## src/rtl/ptw_pkg.sv

```systemverilog
package ptw_pkg;

    localparam int REG_AW = 2;

    typedef enum logic [1:0] {
        PM_OFF  = 2'd0,
        PM_CAPT = 2'd1,
        PM_GPIO = 2'd2,
        PM_RSVD = 2'd3
    } pin_mode_e;

    localparam logic [1:0] EDGE_RISE = 2'd1;
    localparam logic [1:0] EDGE_FALL = 2'd2;

    localparam logic [REG_AW-1:0] A_CTRL  = 2'd0;
    localparam logic [REG_AW-1:0] A_COUNT = 2'd1;
    localparam logic [REG_AW-1:0] A_SVC   = 2'd2;
    localparam logic [REG_AW-1:0] A_PIN   = 2'd3;

    // control word, LSB first: msel[1:0], en[2], cont[3], ie[4], wde[5], edge_sel[7:6]
    typedef struct packed {
        logic [1:0] edge_sel;
        logic       wde;
        logic       ie;
        logic       cont;
        logic       en;
        pin_mode_e  msel;
    } ctrl_t;

    // pin word, LSB first: od[0], val[1], dir[2]
    typedef struct packed {
        logic dir;
        logic val;
        logic od;
    } pincfg_t;

endpackage

```

## src/rtl/ptw_count.sv

```systemverilog
module ptw_count #(
    parameter int PSC_W = 16,
    parameter int CNT_W = 16
) (
    input  logic             clk,
    input  logic             rst_n,
    input  logic             run,
    input  logic             restart,
    input  logic [PSC_W-1:0] psc,
    input  logic [CNT_W-1:0] per,
    output logic             expire,
    output logic [CNT_W-1:0] cnt_val
);

    localparam logic [PSC_W-1:0] PSC_ONE = PSC_W'(1);
    localparam logic [CNT_W-1:0] CNT_ONE = CNT_W'(1);

    typedef struct packed {
        logic [PSC_W-1:0] pre;
        logic [CNT_W-1:0] cnt;
    } cnt_st_t;

    cnt_st_t st_d, st_q;
    logic    pre_last, cnt_last;

    always_comb begin
        st_d     = st_q;
        expire   = 1'b0;
        // one-based terminal value: a field of 0 wraps to all ones, i.e. 2**W steps
        pre_last = (st_q.pre == (psc - PSC_ONE));
        cnt_last = (st_q.cnt == (per - CNT_ONE));
        if (restart) begin
            st_d = '0;
        end else if (run) begin
            if (pre_last) begin
                st_d.pre = '0;
                if (cnt_last) begin
                    st_d.cnt = '0;
                    expire   = 1'b1;
                end else begin
                    st_d.cnt = st_q.cnt + CNT_ONE;
                end
            end else begin
                st_d.pre = st_q.pre + PSC_ONE;
            end
        end
    end

    always_ff @(posedge clk or negedge rst_n) begin
        if (!rst_n) st_q <= '0;
        else        st_q <= st_d;
    end

    assign cnt_val = st_q.cnt;

endmodule

```

## src/rtl/ptw_pin.sv

```systemverilog
module ptw_pin
    import ptw_pkg::*;
#(
    parameter int SYNC_N = 2
) (
    input  logic       clk,
    input  logic       rst_n,
    input  logic       pin_in,
    input  pin_mode_e  mode,
    input  logic [1:0] edge_sel,
    input  pincfg_t    cfg,
    output logic       pin_out,
    output logic       pin_oe,
    output logic       edge_evt,
    output logic       pin_lvl
);

    typedef struct packed {
        logic [SYNC_N-1:0] sync;
        logic              prev;
    } pin_st_t;

    pin_st_t st_d, st_q;
    logic    rise, fall;

    always_comb begin
        st_d.sync = {st_q.sync[SYNC_N-2:0], pin_in};
        st_d.prev = st_q.sync[SYNC_N-1];
        pin_lvl   = st_q.sync[SYNC_N-1];
        rise      = pin_lvl & ~st_q.prev;
        fall      = ~pin_lvl & st_q.prev;
        edge_evt  = 1'b0;
        if (mode == PM_CAPT) begin
            case (edge_sel)
                EDGE_RISE: edge_evt = rise;
                EDGE_FALL: edge_evt = fall;
                default:   edge_evt = 1'b0;
            endcase
        end
    end

    always_comb begin
        pin_out = 1'b0;
        pin_oe  = 1'b0;
        if (mode == PM_GPIO) begin
            if (cfg.od) begin
                pin_out = 1'b0;
                pin_oe  = cfg.dir & ~cfg.val;
            end else begin
                pin_out = cfg.val;
                pin_oe  = cfg.dir;
            end
        end
    end

    always_ff @(posedge clk or negedge rst_n) begin
        if (!rst_n) st_q <= '0;
        else        st_q <= st_d;
    end

endmodule

```

## src/rtl/ptw_regs.sv

```systemverilog
module ptw_regs
    import ptw_pkg::*;
#(
    parameter int              DATA_W  = 32,
    parameter int              PSC_W   = 16,
    parameter int              CNT_W   = 16,
    parameter logic [15:0]     SVC_KEY = 16'hA5C3
) (
    input  logic              clk,
    input  logic              rst_n,
    input  logic              wr_en,
    input  logic [REG_AW-1:0] addr,
    input  logic [DATA_W-1:0] wdata,
    output logic [DATA_W-1:0] rdata,
    input  logic              expire,
    input  logic              edge_evt,
    input  logic              pin_lvl,
    input  logic [CNT_W-1:0]  cnt_val,
    output ctrl_t             ctrl,
    output pincfg_t           pincfg,
    output logic [PSC_W-1:0]  psc,
    output logic [CNT_W-1:0]  per,
    output logic              restart,
    output logic              irq,
    output logic              wdt_rst
);

    localparam int CTRL_W = $bits(ctrl_t);
    localparam int PIN_W  = $bits(pincfg_t);
    localparam int LVL_B  = 8;
    localparam logic [DATA_W-1:0] KEY_WORD = DATA_W'(SVC_KEY);

    typedef struct packed {
        ctrl_t            ctrl;
        pincfg_t          pin;
        logic [PSC_W-1:0] psc;
        logic [CNT_W-1:0] per;
        logic [CNT_W-1:0] cap;
        logic             irq;
        logic             rst_pulse;
    } reg_st_t;

    reg_st_t st_d, st_q;
    ctrl_t   wctl;

    always_comb begin
        st_d    = st_q;
        restart = 1'b0;
        wctl    = ctrl_t'(wdata[CTRL_W-1:0]);

        // one-shot completion stops the counter unless the watchdog holds it
        if (expire && !st_q.ctrl.cont && !st_q.ctrl.wde)
            st_d.ctrl.en = 1'b0;

        if (edge_evt)
            st_d.cap = cnt_val;

        if (wr_en) begin
            case (addr)
                A_CTRL: begin
                    if (st_q.ctrl.wde) wctl.wde = 1'b1;
                    if (wctl.wde) begin
                        wctl.en = 1'b1;
                        wctl.ie = 1'b0;
                    end
                    if (wctl.en && !st_q.ctrl.en) restart = 1'b1;
                    st_d.ctrl = wctl;
                end
                A_COUNT: begin
                    st_d.psc = wdata[PSC_W+CNT_W-1:CNT_W];
                    st_d.per = wdata[CNT_W-1:0];
                    if (st_q.ctrl.en) restart = 1'b1;
                end
                A_SVC: begin
                    if (st_q.ctrl.wde && (wdata == KEY_WORD)) restart = 1'b1;
                end
                A_PIN: begin
                    st_d.pin = pincfg_t'(wdata[PIN_W-1:0]);
                end
                default: ;
            endcase
        end

        st_d.irq       = st_q.ctrl.ie & (expire | edge_evt);
        st_d.rst_pulse = st_q.ctrl.wde & expire;
    end

    always_comb begin
        rdata = '0;
        case (addr)
            A_CTRL:  rdata = DATA_W'(st_q.ctrl);
            A_COUNT: rdata = DATA_W'({st_q.psc, st_q.per});
            A_SVC:   rdata = DATA_W'(st_q.cap);
            default: begin
                rdata[PIN_W-1:0] = st_q.pin;
                rdata[LVL_B]     = pin_lvl;
            end
        endcase
    end

    always_ff @(posedge clk or negedge rst_n) begin
        if (!rst_n) st_q <= '0;
        else        st_q <= st_d;
    end

    assign ctrl    = st_q.ctrl;
    assign pincfg  = st_q.pin;
    assign psc     = st_q.psc;
    assign per     = st_q.per;
    assign irq     = st_q.irq;
    assign wdt_rst = st_q.rst_pulse;

endmodule

```

## src/rtl/ptw_top.sv

```systemverilog
module ptw_top
    import ptw_pkg::*;
#(
    parameter int          DATA_W  = 32,
    parameter int          PSC_W   = 16,
    parameter int          CNT_W   = 16,
    parameter int          SYNC_N  = 2,
    parameter logic [15:0] SVC_KEY = 16'hA5C3
) (
    input  logic              clk,
    input  logic              rst_n,
    input  logic              bus_wr,
    input  logic [REG_AW-1:0] bus_addr,
    input  logic [DATA_W-1:0] bus_wdata,
    output logic [DATA_W-1:0] bus_rdata,
    output logic              irq,
    output logic              wdt_rst,
    input  logic              pin_in,
    output logic              pin_out,
    output logic              pin_oe
);

    ctrl_t            ctrl;
    pincfg_t          pincfg;
    logic [PSC_W-1:0] psc;
    logic [CNT_W-1:0] per;
    logic [CNT_W-1:0] cnt_val;
    logic             restart, expire, edge_evt, pin_lvl;

    // named views for the bound checker
    logic      wd_on, en_on, ie_on, od_on;
    pin_mode_e msel;
    assign wd_on = ctrl.wde;
    assign en_on = ctrl.en;
    assign ie_on = ctrl.ie;
    assign od_on = pincfg.od;
    assign msel  = ctrl.msel;

    ptw_regs #(
        .DATA_W (DATA_W),
        .PSC_W  (PSC_W),
        .CNT_W  (CNT_W),
        .SVC_KEY(SVC_KEY)
    ) u_regs (
        .clk     (clk),
        .rst_n   (rst_n),
        .wr_en   (bus_wr),
        .addr    (bus_addr),
        .wdata   (bus_wdata),
        .rdata   (bus_rdata),
        .expire  (expire),
        .edge_evt(edge_evt),
        .pin_lvl (pin_lvl),
        .cnt_val (cnt_val),
        .ctrl    (ctrl),
        .pincfg  (pincfg),
        .psc     (psc),
        .per     (per),
        .restart (restart),
        .irq     (irq),
        .wdt_rst (wdt_rst)
    );

    ptw_count #(
        .PSC_W(PSC_W),
        .CNT_W(CNT_W)
    ) u_count (
        .clk    (clk),
        .rst_n  (rst_n),
        .run    (ctrl.en),
        .restart(restart),
        .psc    (psc),
        .per    (per),
        .expire (expire),
        .cnt_val(cnt_val)
    );

    ptw_pin #(
        .SYNC_N(SYNC_N)
    ) u_pin (
        .clk     (clk),
        .rst_n   (rst_n),
        .pin_in  (pin_in),
        .mode    (ctrl.msel),
        .edge_sel(ctrl.edge_sel),
        .cfg     (pincfg),
        .pin_out (pin_out),
        .pin_oe  (pin_oe),
        .edge_evt(edge_evt),
        .pin_lvl (pin_lvl)
    );

endmodule

```

## config.mk

```make
export PLATFORM = sky130hd
export DESIGN_NAME = ptw_top
export DESIGN_NICKNAME = d
export VERILOG_FILES = /design/src/rtl/ptw_pkg.sv /design/src/rtl/ptw_count.sv /design/src/rtl/ptw_pin.sv /design/src/rtl/ptw_regs.sv /design/src/rtl/ptw_top.sv
export SDC_FILE = /design/constraint.sdc
export NUM_CORES = 1
export LEC_CHECK = 0
export CAP_MARGIN = 10
export CORE_MARGIN = 2
export CORE_UTILIZATION = 60
export CTS_CLUSTER_SIZE = 40
export DETAILED_ROUTE_END_ITERATION = 6
export PLACE_DENSITY_LB_ADDON = 0.2
export SLEW_MARGIN = 5
export SYNTH_ARGS = -nofsm -noshare
export SYNTH_HDL_FRONTEND = slang
export SYNTH_HIERARCHICAL = 1
export SYNTH_SLANG_ARGS = --single-unit
```

## constraint.sdc

```tcl
create_clock -name clk -period 4.6 [get_ports clk]
set_input_delay 0.92 -clock clk [delete_from_list [all_inputs] [get_ports clk]]
set_output_delay 0.92 -clock clk [all_outputs]
set_load 0.01 [all_outputs]
```

==> flow_metrics.env, run 1 <==
export IMPL_ir_drop_uv=222
export IMPL_arrival_ns=3.08
export IMPL_final_cells=814
export IMPL_final_antenna_net_count=0
export IMPL_worstPathRequired_ns=3.68
export IMPL_core_area_um2=10300
export IMPL_postCtsHoldBufs=0
export IMPL_grt_pass1_vias=4982
export IMPL_cts_tree="done"
export IMPL_dp_cells=798
export IMPL_rr_endpoint="u_count/cnt_val[12]"
export IMPL_maxCapViolations=0
export IMPL_rsz0062_at_grt="no"
export IMPL_cpMostUsedCell="clkdlybuf4s50_1"
export IMPL_period_minus_slack_ns=4.00
export IMPL_track_usage_pct=28.3
export IMPL_leakage_nw=2.92
export IMPL_p_total_mw=2.38
export IMPL_grt_pass1_wl_mm=25.3
export IMPL_die_width_um=107
export IMPL_crit_type="primary input to output pin"
export IMPL_layout_area_overhead_vs_synth_pct=10.8
export IMPL_io_pins=74
export IMPL_wire_per_inst_um=19.1
export IMPL_yosysWarnings=6
export IMPL_insertedDiodeCount=0
export IMPL_r2r_setup_slack_ns=0.90
export IMPL_reg2reg_depth=10
export IMPL_status="completed"
export IMPL_viasPerCell=6.27
export IMPL_holdCritPathClass="register to register"
export IMPL_pre_cts_ws_ns=0.633
export IMPL_crit_start="bus_addr[0]"
export IMPL_fmax_mhz=250
export IMPL_ctsResizeCount=0
export IMPL_setup_viol=0
export IMPL_clock_path_buffers=2
export IMPL_syn_nets=708
export IMPL_die_area_um2=11400
export IMPL_endpoint="bus_rdata[2]"
export IMPL_drv_slew=0
export IMPL_nNetsFinal=722
export IMPL_syn_area_per_cell_um2=9.63
export IMPL_antenna_found_initial=0
export IMPL_clock_latency_ns=0.37
export IMPL_fin_skew_ns=0.0132
export IMPL_clock_sinks=96
export IMPL_rows=37
export IMPL_min_period_over_period_pct=86.9
export IMPL_numCtsBuffers=9
export IMPL_setup_tns_ns=0
export IMPL_startpoint_type="primary input"
export IMPL_design_area_um2=7040
export IMPL_port_buffers=73
export IMPL_die_y_um=107
export IMPL_first_iter_violations=389
export IMPL_grt_ovfl_total=0
export IMPL_drc=0
export IMPL_hold_viol_final=0
export IMPL_setup_worst_path_end_class="output pin"
export IMPL_cts_setup_buffers=0
export IMPL_syn_inst=659
export IMPL_tightest_slew_ns=1.16
export IMPL_placed_area_um2=6780
export IMPL_synth_area_um2=6350
export IMPL_drive_gt1_share_pct=14.0
export IMPL_critical_path_max_stage_delay_ns=0.53
export IMPL_powerDensity_nw_per_um2=338
export IMPL_cp_slowest_cell="clkdlybuf4s50_1"
export IMPL_grt_max_degree=63
export IMPL_cts_root_buf="clkbuf_8"
export IMPL_drt_first_pass_iters=5
export IMPL_r2r_start="u_regs/psc[0]"
export IMPL_gp_congestion=0.927
export IMPL_crit_fanout=17
export IMPL_finalWorstSetupSlack_ns=0.604
export IMPL_start_util_pct=61.8
export IMPL_routed_wl_mm=15.5
export IMPL_htree_levels=3
export IMPL_dpl_hpwl_mm=11.6
export IMPL_clkSlewWorstSetupHoldPaths_ns=0.09
export IMPL_crit_chain="clkdlybuf4s50_1, inv_1, ha_1, a222oi_1, mux2i_1, clkdlybuf4s50_1"
export IMPL_num_vias=5101
export IMPL_slew_headroom_pct=23.0
final cells by class:
type                       count  area, um^2
inverter                      34         128
fill                         830        3240
timing repair buffer          82         808
tap                          136         170
clock buffer                  10         138
sequential                    96        2400
multi-input combinational    450        3280
clock inverter                 6         115
through the flow:
step	hold WS, ns	utilization [%]
2_1_floorplan	0.331	-
3_5_place_dp	0.343	66.0
5_1_grt	0.368	68.5
6_report	0.364	68.5
3_3_place_gp	0.340	66.0
4_1_cts	0.365	68.5
layout by cell type, fill, tap and decap left out, types with 16 or more instances in the layout:
cell              n
nand2_1          36
nor2_1           44
mux2_2           56
dfrtp_1          96
xor2_1           20
and2_1           20
xnor2_1          29
inv_1            34
nor3_1           16
nand3_1          38
clkdlybuf4s50_1  72
report_power, final:
| group | total [mW] | leakage (nW) | internal (mW) | switching, mW |
|---|---|---|---|---|
| Sequential | 1.11 | 1.23 | 0.933 | 0.174 |
| Clock | 0.682 | 0.123 | 0.379 | 0.303 |
| Combinational | 0.591 | 1.56 | 0.300 | 0.291 |
layer usage:
metal  vias to the layer above  GRT usage (%)  routed length [um]
met4                         0           8.44                 211
met2                       196           44.9                7360
met1                      2549           40.6                7010
met5                         -              0                   0
met3                        18           3.77                 966
li1                       2338              -                   -
critical path: cells and delay by family:
| family | cells | cell delay, ns |
|---|---|---|
| buffers and inverters | 3 | 1.10 |
| AO/OA/AOI/OAI | 1 | 0.48 |
| adder cells (fa/ha/maj) | 1 | 0.43 |
| multiplexers | 1 | 0.13 |
state kept, by name, indices dropped and copies added, names as in the netlist:
register,flops
u_pin/st_q,1
u_regs/psc,16
u_regs/irq,1
u_regs/per,16
u_pin/st_d,1
u_pin/pin_lvl,1
u_regs/wdt_rst,1
u_count/st_q,16
u_count/cnt_val,16
u_regs/ctrl,8
u_regs/st_q,16
u_regs/pincfg,3
worst min-delay path by stage:
stage | from | to | slack (ns) | cells past startpoint
after floorplan | u_pin/st_d[2] | u_pin/pin_lvl | 0.33 | 0
after global placement | u_pin/st_d[2] | u_pin/pin_lvl | 0.34 | 0
after detailed placement | u_pin/st_d[2] | u_pin/pin_lvl | 0.34 | 0
after CTS | u_pin/st_d[2] | u_pin/pin_lvl | 0.37 | 0
after global routing | u_pin/st_d[2] | u_pin/pin_lvl | 0.37 | 0
final | u_pin/st_d[2] | u_pin/pin_lvl | 0.36 | 0
Note: power is estimated with default switching activity, not from simulation.
==> run 2: changes to the inputs <==
--- a/config.mk
+++ b/config.mk
@@ -5,11 +5,12 @@
 export SDC_FILE = /design/constraint.sdc
 export NUM_CORES = 1
 export LEC_CHECK = 0
-export CAP_MARGIN = 10
 export CORE_MARGIN = 2
 export CORE_UTILIZATION = 60
+export CTS_BUF_LIST = sky130_fd_sc_hd__clkbuf_16
 export CTS_CLUSTER_SIZE = 40
 export DETAILED_ROUTE_END_ITERATION = 6
+export DONT_BUFFER_PORTS = 1
 export PLACE_DENSITY_LB_ADDON = 0.2
 export SLEW_MARGIN = 5
 export SYNTH_ARGS = -nofsm -noshare
==> run 2 against run 1 <==
Via count fell by 8.5%. Clock-buffer cell count is 1 lower. Worst hold slack got worse by 0.10 ns. Setup slack better by 0.43 ns. Sequential share of layout area grew 4.0 points. Final cell count shrank 9.3%. Clock skew decreased by 0.0077 ns. Utilization shrank 7.2 points. Power decreased by 4.0%. Register-to-register slack improved by 0.14 ns. Non-clock buffer count shrank 76. Clock power rose by 2%. Critical path type is now register to register.
==> flow_metrics.env, run 2 (synthesis gave the netlist of run 1 again) <==
export IMPL_min_period_over_period_pct=77.4
export IMPL_r2r_start="u_regs/per[2]"
export IMPL_antenna_found_initial=0
export IMPL_clkSlewWorstSetupHoldPaths_ns=0.07
export IMPL_drv_slew=0
export IMPL_final_common_cell="dfrtp_1"
export IMPL_clock_latency_ns=0.35
export IMPL_fmax_mhz=281
export IMPL_crit_fanout=16
export IMPL_cts_tree="done"
export IMPL_cts_root_buf="clkbuf_16"
export IMPL_holdCritPathClass="primary input to async pin"
export IMPL_dpl_hpwl_mm=10.8
export IMPL_postCtsHoldBufs=0
export IMPL_io_pins=74
export IMPL_globalRouteMet3Util_pct=6.32
export IMPL_clock_sinks=96
export IMPL_layout_area_overhead_vs_synth_pct=-0.887
export IMPL_drc=0
export IMPL_final_antenna_net_count=0
export IMPL_viasPerCell=6.32
export IMPL_gr_usage_met2_pct=40.4
export IMPL_tightest_slew_ns=0.815
export IMPL_setup_worst_path_end_class="register"
export IMPL_grt_pass1_wl_mm=24.3
export IMPL_numCtsBuffers=9
export IMPL_grt_max_degree=97
export IMPL_startpoint_type="register"
export IMPL_leakage_nw=2.64
export IMPL_die_width_um=107
export IMPL_hold_slack_ns=0.260
export IMPL_use_met1_pct=40.1
export IMPL_gp_congestion=0.953
export IMPL_first_iter_violations=424
export IMPL_setup_viol=0
export IMPL_powerDensity_nw_per_um2=363
export IMPL_drt_first_pass_iters=5
export IMPL_clock_path_buffers=2
export IMPL_nNetsFinal=646
export IMPL_critical_path_max_stage_delay_ns=0.71
export IMPL_worstPathRequired_ns=4.84
export IMPL_final_cell_mix="96 x dfrtp_1, 56 x mux2_2, 44 x nor2_1"
export IMPL_port_buffers=0
export IMPL_cts_setup_buffers=0
export IMPL_fin_skew_ns=0.00549
export IMPL_routed_wl_mm=14.7
export IMPL_core_area_um2=10300
export IMPL_ctsResizeCount=0
export IMPL_insertedDiodeCount=0
export IMPL_maxCapViolations=0
export IMPL_period_minus_slack_ns=3.56
export IMPL_grt_ovfl_total=0
export IMPL_wire_per_inst_um=19.9
export IMPL_setup_tns_ns=0
export IMPL_die_y_um=107
export IMPL_reg2reg_depth=11
export IMPL_htree_levels=3
export IMPL_arrival_ns=3.80
export IMPL_rsz0062_at_grt="no"
export IMPL_grt_pass1_vias=4601
export IMPL_r2r_setup_slack_ns=1.04
export IMPL_crit_chain="nor4_2, nand4_1, xnor2_1, nand2_1, a2111oi_0, nand3_1, buf_4, nor2_1, nor3b_2, a21oi_1, o22a_1"
export IMPL_cp_slowest_cell="nor4_2"
export IMPL_crit_type="register to register"
export IMPL_ir_drop_uv=269
export IMPL_hold_viol_final=0
export IMPL_status="completed"
export IMPL_busiest_layer="met2"
export IMPL_die_area_um2=11400
export IMPL_num_vias=4665
export IMPL_slew_headroom_pct=45.5
export IMPL_rr_endpoint="u_regs/ctrl[2]"
export IMPL_rows=37
export IMPL_drive_gt1_share_pct=14.8
export IMPL_track_usage_pct=27.4
export IMPL_start_util_pct=61.8
==> run 2: metrics by stage <==
| step | instances | total power, mW | util [%] | cell area, um^2 | setup slack (ns) |
|---|---|---|---|---|---|
| 2_1_floorplan | 659 | 1.55 | - | 6350 | 1.54 |
| 3_3_place_gp | 722 | 1.57 | 58.6 | 6020 | 1.18 |
| 3_5_place_dp | 722 | 1.59 | 58.6 | 6020 | 1.15 |
| 4_1_cts | 738 | 2.29 | 61.2 | 6290 | 1.13 |
| 5_1_grt | 738 | 2.41 | 61.2 | 6290 | 0.757 |
| 6_report | 738 | 2.28 | 61.2 | 6290 | 1.04 |
==> run 2: layout make-up <==
cell class	count	area (um^2)
fillers	879	3990
clock inverters	7	46.3
well taps	136	170
clock buffers	9	225
repair buffers	6	45.0
flip-flops and latches	96	2400
multi-input cells	450	3280
inverters	34	128
==> run 2: report_power, final <==
group / internal (mW) / switching [mW] / total [mW] / leakage (nW)
logic: 0.229 / 0.254 / 0.483 / 1.27
registers: 0.934 / 0.168 / 1.10 / 1.23
clock network: 0.368 / 0.332 / 0.699 / 0.135
==> run 2: critical path, delay by kind of cell (launching register included) <==
family	cells	cell delay, ns
DFF	1	0.48
xor gates and xnor gates	1	0.21
buffers and inverters	1	0.23
and+or+nand+nor	6	1.57
AOI/OAI and AO/OA	3	0.96
==> run 2: how the worst max path moves through the flow <==
| stage | cells past startpoint | from | to |
|---|---|---|---|
| after floorplan | 12 | u_regs/per[2] | u_regs/ctrl[2] |
| after global placement | 11 | u_regs/per[2] | u_regs/ctrl[2] |
| after detailed placement | 11 | u_regs/per[2] | u_regs/ctrl[2] |
| after CTS | 11 | u_regs/per[2] | u_regs/ctrl[2] |
| after global routing | 11 | u_regs/per[2] | u_regs/ctrl[2] |
| final | 11 | u_regs/per[2] | u_regs/ctrl[2] |
==> run 2: per-layer routing <==
| layer | routed length, um | share of wire (%) |
|---|---|---|
| met4 | 260 | 1.8 |
| met1 | 6770 | 46 |
| met5 | 0 | 0 |
| met3 | 1010 | 6.8 |
| met2 | 6640 | 45 |
